$ cat config.mk
export PLATFORM = sky130hd
export DESIGN_NAME = evt_status_reg
export DESIGN_NICKNAME = d
export VERILOG_FILES = /design/src/rtl/evt_status_pkg.sv /design/src/rtl/evt_status_ctrl.sv /design/src/rtl/evt_status_dp.sv /design/src/rtl/evt_status_reg.sv
export SDC_FILE = /design/constraint.sdc
export NUM_CORES = 1
export LEC_CHECK = 0
export ABC_AREA = 1
export BUFFER_PORTS_ARGS = -buffer_cell sky130_fd_sc_hd__buf_2
export CAP_MARGIN = 5
export CORE_UTILIZATION = 55
export CTS_CLUSTER_DIAMETER = 30
export DETAILED_ROUTE_END_ITERATION = 16
export GPL_TIMING_DRIVEN = 0
export PLACE_DENSITY = 0.75
export REMOVE_ABC_BUFFERS = 1
export SETUP_SLACK_MARGIN = 0.2
export SLEW_MARGIN = 15
export SYNTH_ARGS = -nofsm -noshare
export SYNTH_HDL_FRONTEND = slang
export SYNTH_HIERARCHICAL = 1
export SYNTH_SLANG_ARGS = --single-unit
$ cat constraint.sdc
create_clock -name clk -period 0.99 [get_ports clk]
set_input_delay 0.099 -clock clk [delete_from_list [all_inputs] [get_ports clk]]
set_output_delay 0.099 -clock clk [all_outputs]
set_load 0.02 [all_outputs]
$ cat src/rtl/evt_status_pkg.sv
package evt_status_pkg;
  localparam int SEL_W = 3;

  localparam logic [SEL_W-1:0] SEL_COND = 3'd0;
  localparam logic [SEL_W-1:0] SEL_RISE = 3'd1;
  localparam logic [SEL_W-1:0] SEL_FALL = 3'd2;
  localparam logic [SEL_W-1:0] SEL_EVT  = 3'd3;
  localparam logic [SEL_W-1:0] SEL_ENA  = 3'd4;

  typedef struct packed {
    logic wrRise;
    logic wrFall;
    logic wrEna;
    logic clrEvt;
  } strobes_t;
endpackage

$ cat src/rtl/evt_status_ctrl.sv
module evt_status_ctrl
  import evt_status_pkg::*;
(
  input  logic             accEn,
  input  logic             accWr,
  input  logic [SEL_W-1:0] accSel,
  output strobes_t         strb
);
  logic doWrite;
  logic doRead;

  assign doWrite = accEn & accWr;
  assign doRead  = accEn & ~accWr;

  always_comb begin
    strb        = '0;
    strb.wrRise = doWrite && (accSel == SEL_RISE);
    strb.wrFall = doWrite && (accSel == SEL_FALL);
    strb.wrEna  = doWrite && (accSel == SEL_ENA);
    strb.clrEvt = doRead  && (accSel == SEL_EVT);
  end
endmodule

$ cat src/rtl/evt_status_dp.sv
module evt_status_dp
  import evt_status_pkg::*;
#(
  parameter int WIDTH = 16
) (
  input  logic             clk,
  input  logic             rstN,
  input  logic [WIDTH-1:0] statusIn,
  input  strobes_t         strb,
  input  logic [WIDTH-1:0] wdata,
  output logic [WIDTH-1:0] condQ,
  output logic [WIDTH-1:0] riseQ,
  output logic [WIDTH-1:0] fallQ,
  output logic [WIDTH-1:0] evtQ,
  output logic [WIDTH-1:0] enaQ,
  output logic             sumOut
);
  localparam logic [WIDTH-1:0] LIVE_MASK = {1'b0, {(WIDTH-1){1'b1}}};

  logic [WIDTH-1:0] condNext;
  logic [WIDTH-1:0] hitBits;
  logic [WIDTH-1:0] evtKeep;

  assign condNext = statusIn & LIVE_MASK;

  // one filtered edge detector per status bit
  for (genvar b = 0; b < WIDTH; b++) begin : g_bit
    logic goesUp;
    logic goesDown;
    assign goesUp     = condNext[b] & ~condQ[b];
    assign goesDown   = ~condNext[b] & condQ[b];
    assign hitBits[b] = (goesUp & riseQ[b]) | (goesDown & fallQ[b]);
  end

  // clear first, then merge new hits so a same-edge event survives
  assign evtKeep = strb.clrEvt ? '0 : evtQ;

  always_ff @(posedge clk or negedge rstN) begin
    if (!rstN) begin
      condQ <= '0;
      riseQ <= LIVE_MASK;
      fallQ <= '0;
      enaQ  <= '0;
      evtQ  <= '0;
    end else begin
      condQ <= condNext;
      if (strb.wrRise) riseQ <= wdata & LIVE_MASK;
      if (strb.wrFall) fallQ <= wdata & LIVE_MASK;
      if (strb.wrEna)  enaQ  <= wdata & LIVE_MASK;
      evtQ <= (evtKeep | hitBits) & LIVE_MASK;
    end
  end

  assign sumOut = |(evtQ & enaQ);
endmodule

$ cat src/rtl/evt_status_reg.sv
module evt_status_reg
  import evt_status_pkg::*;
#(
  parameter int WIDTH = 16
) (
  input  logic             clk,
  input  logic             rstN,
  input  logic [WIDTH-1:0] statusIn,
  input  logic             accEn,
  input  logic             accWr,
  input  logic [2:0]       accSel,
  input  logic [WIDTH-1:0] accWdata,
  output logic [WIDTH-1:0] accRdata,
  output logic             sumOut
);
  strobes_t         strb;
  logic [WIDTH-1:0] condQ;
  logic [WIDTH-1:0] riseQ;
  logic [WIDTH-1:0] fallQ;
  logic [WIDTH-1:0] evtQ;
  logic [WIDTH-1:0] enaQ;

  evt_status_ctrl u_ctrl (
    .accEn (accEn),
    .accWr (accWr),
    .accSel(accSel),
    .strb  (strb)
  );

  evt_status_dp #(.WIDTH(WIDTH)) u_dp (
    .clk     (clk),
    .rstN    (rstN),
    .statusIn(statusIn),
    .strb    (strb),
    .wdata   (accWdata),
    .condQ   (condQ),
    .riseQ   (riseQ),
    .fallQ   (fallQ),
    .evtQ    (evtQ),
    .enaQ    (enaQ),
    .sumOut  (sumOut)
  );

  always_comb begin
    case (accSel)
      SEL_COND: accRdata = condQ;
      SEL_RISE: accRdata = riseQ;
      SEL_FALL: accRdata = fallQ;
      SEL_EVT:  accRdata = evtQ;
      SEL_ENA:  accRdata = enaQ;
      default:  accRdata = '0;
    endcase
  end
endmodule

==> run metrics <==
status finished with violations; failing checks hold timing, setup timing; CP endpoint kind primary output; Initial Util 57.0%; cts hold-fix bufs 17; Tcrit/Tclk final 154%; initial antenna violation count 0; most common cell in the netlist nand2_1; Ys Warns 6; total global routing overflow 0; layout cells sized above 1 around 46%; placed insts 572; area growth from synthesis to layout 45.3%; Avg Inst Size Synth 9.37 um^2; top_reg_cell synth dfrtp_1; Worst-Skew Late Latency 0.37 ns; final net count 600; I/O Buffers between 50 and 60; Final Instance Count excl. Fillers between 600 and 700; Leak 0.00293 uW; TritonCTS clock tree yes; CTS H-tree depth 3; Synth Area in Simple Gates about 29%; Worst Hold Class input pin to asynchronous set/reset pin; FP Rows 31; largest net degree at the start of global routing 47; largest family of logic cells by synthesized area simple AND/OR/NAND/NOR gates; dpl ws -1.17 ns; fin crit period approximately 1.5 ns; total of max-cap violations 0; first-pass GRT wire length 20.1 mm; Synth area leaders dfrtp_1 36%, nand2_1 11%, mux2_4 11%, nand3_1 9.6%, dfstp_2 9.5%; CP Cell Sequence nand2_1, nand2_1, inv_1, nand2_1, nor2_1, nand2_1, buf_6; Die Area 7870 um^2; Post-Syn Area around 4100 um^2; Peak VDD IR approximately 0.0013 V; internal power 7240 uW; root buf cell clkbuf_8; fmax between 600 and 700 MHz; Remaining DRCs 0; Seq/Total Area, Yosys a little under half; Setup TNS -7.03 ns; P_sw 3150 uW; Clock Path Buffers 2; detailed-route via count slightly below 4000; area of the core 7250 um^2; Worst EP required roughly 0.89 ns; die extent in y 88.7 um; DRT antenna net count 0; Reg power frac between 40% and 50%; adder-cell share of the synthesized area 0%; Post-Syn Instances 441; clock transition at the registers of the reported paths 0.08 ns; Placer Congestion ~0.76; Crit-path slowest cell dfrtp_1; Worst Skew 0.00904 ns; Combinational Power Share 31.0%; post-route setup slack -0.532 ns; GR Util All Layers 35.4%; CP Max Fanout 3; DR WL/cell 20.6 um; DR vias/cell between 5 and 6; Ant. Diodes 0; Clk pwr share between 20% and 30%; slowest stage delay, CP approximately 0.40 ns; final setup fails 16; Iteration-0 DRC Markers around 310; switching share of power 30.3%; RSZ-0062 raised after global routing yes; Final Max Tran Viols 0; Slew headroom 61.1%; total length of routed wires between 10 and 15 mm; num ports 56; synthesis-stage register bit count 75; Final Hold Slack -0.338 ns; Die Span X 88.7 um; Synth cell types 19; TritonRoute pass-1 iters 5; CTS sink cnt between 70 and 80; complex-gate fraction of the synthesized area 0%; number of global-route vias before repair about 4000; crit-path leading delay family simple AND/OR/NAND/NOR gates; Hold Violations, Final 37; Post-synth top cells 124 x nand2_1, 79 x nand3_1, 60 x dfrtp_1; Data arrival, critical path approximately 1.4 ns; post-DP HPWL ~5.9 mm; most used cell along the critical path nand2_1; mux cell area share after synthesis between 10% and 20%; Post-Synth XOR/XNOR Area 0%; multi-input logic area 2190 um^2; crit path kind register to primary output; top cell type's share of synthesized area between 30 and 40%; fillcell total 416; pin slew with the least headroom to its limit about 0.58 ns; PwrDens about 1700 nW/um^2; EDFF count, synth 0; startpoint type of the worst setup path register; worst path buffer plus inverter count 2; cell taking the most area after synthesis dfrtp_1; ys async rst share 100%; Reg area 1900 um^2; cts bufs inserted 9
## registers in the layout, summed over array words and instances (netlist names)
register,flops
u_dp/condQ,15
u_dp/enaQ,15
u_dp/evtQ,15
u_dp/fallQ,15
u_dp/riseQ,15
## power groups by stage
stage	registers, uW	logic, uW	clock network [uW]
floorplan	4100	1280	0
global route	4320	3430	3040
global placement	4190	1740	0
finish	4270	3220	2910
detailed placement	4240	1800	0
CTS	4180	2690	2900
## worst paths after layout
check	to	slack, ns	from	cells past startpoint
setup / recovery	sumOut	-0.53	u_dp/evtQ[9]$_DFF_PN0_	7
hold / removal	u_dp/condQ[12]$_DFF_PN0_	-0.34	rstN	1
setup reg to reg	u_dp/evtQ[6]$_DFF_PN0_	0.03	u_dp/riseQ[6]$_DFFE_PN1P_	4
hold reg to reg	u_dp/evtQ[1]$_DFF_PN0_	0.54	u_dp/fallQ[1]$_DFFE_PN0P_	2
max in group asynchronous	u_dp/riseQ[14]$_DFFE_PN1P_	0.70	rstN	2
min in group clk	u_dp/enaQ[9]$_DFFE_PN0P_	0	accWdata[9]	2
## timing repair
item | CTS | global route
buffers inserted | 36 | 16
gates resized for setup | 139 | 46
pin swaps | 31 | 25
gates cloned | 8 | 0
endpoints found under the setup margin | 76 | 76
hold endpoints to repair | 52 | 23
## metrics by stage
| step | instance area, um^2 | utilization (%) | total power, uW |
|---|---|---|---|
| 5_1_grt | 6000 | 82.8 | 10800 |
| 4_1_cts | 5710 | 78.7 | 9770 |
| 3_3_place_gp | 4230 | 58.3 | 5930 |
| 3_5_place_dp | 4310 | 59.4 | 6040 |
| 6_report | 6000 | 82.8 | 10400 |
| 2_1_floorplan | 3840 | - | 5380 |
## per-layer routing
| metal | vias up | global-route usage (%) | part of all wire (%) |
|---|---|---|---|
| li1 | 1685 | - | - |
| met1 | 1929 | 43.2 | 38 |
| met2 | 222 | 59.2 | 50 |
| met3 | 62 | 6.34 | 7.9 |
| met4 | 0 | 20.4 | 3.9 |
| met5 | - | 0 | 0 |
## cells in the final DEF, fill, tap and decap left out, drive strengths merged
master / n
buf: 113
bufinv: 2
clkbuf: 14
clkinv: 3
clkinvlp: 2
conb: 5
dfrtp: 60
dfstp: 15
dlygate4sd3: 17
inv: 26
mux2: 45
nand2: 125
nand3: 81
nand4: 16
nor2: 42
## worst reg2reg max path, delay by kind of cell (launching register included)
family | cells | cell delay, ns
buffers and inverters | 2 | 0.18
and+or+nand+nor | 2 | 0.14
DFF | 1 | 0.57
## area by class of cell
type,instances,area share (%)
timing repair inverter,1,0.104
timing repair buffer,131,23.0
clock inverter,3,1.13
sequential,75,31.6
inverter,29,2.63
multi-input combinational,314,36.5
clock buffer,13,2.98
tap,99,2.06
## logic make-up (layout without fill, tap and decap cells)
family,Yosys count,count (layout)
simple gates,263,264
mux,45,45
other cells,1,5
flops,75,75
buf+inv,57,177
No activity file was read; power rests on OpenSTA's default activity.
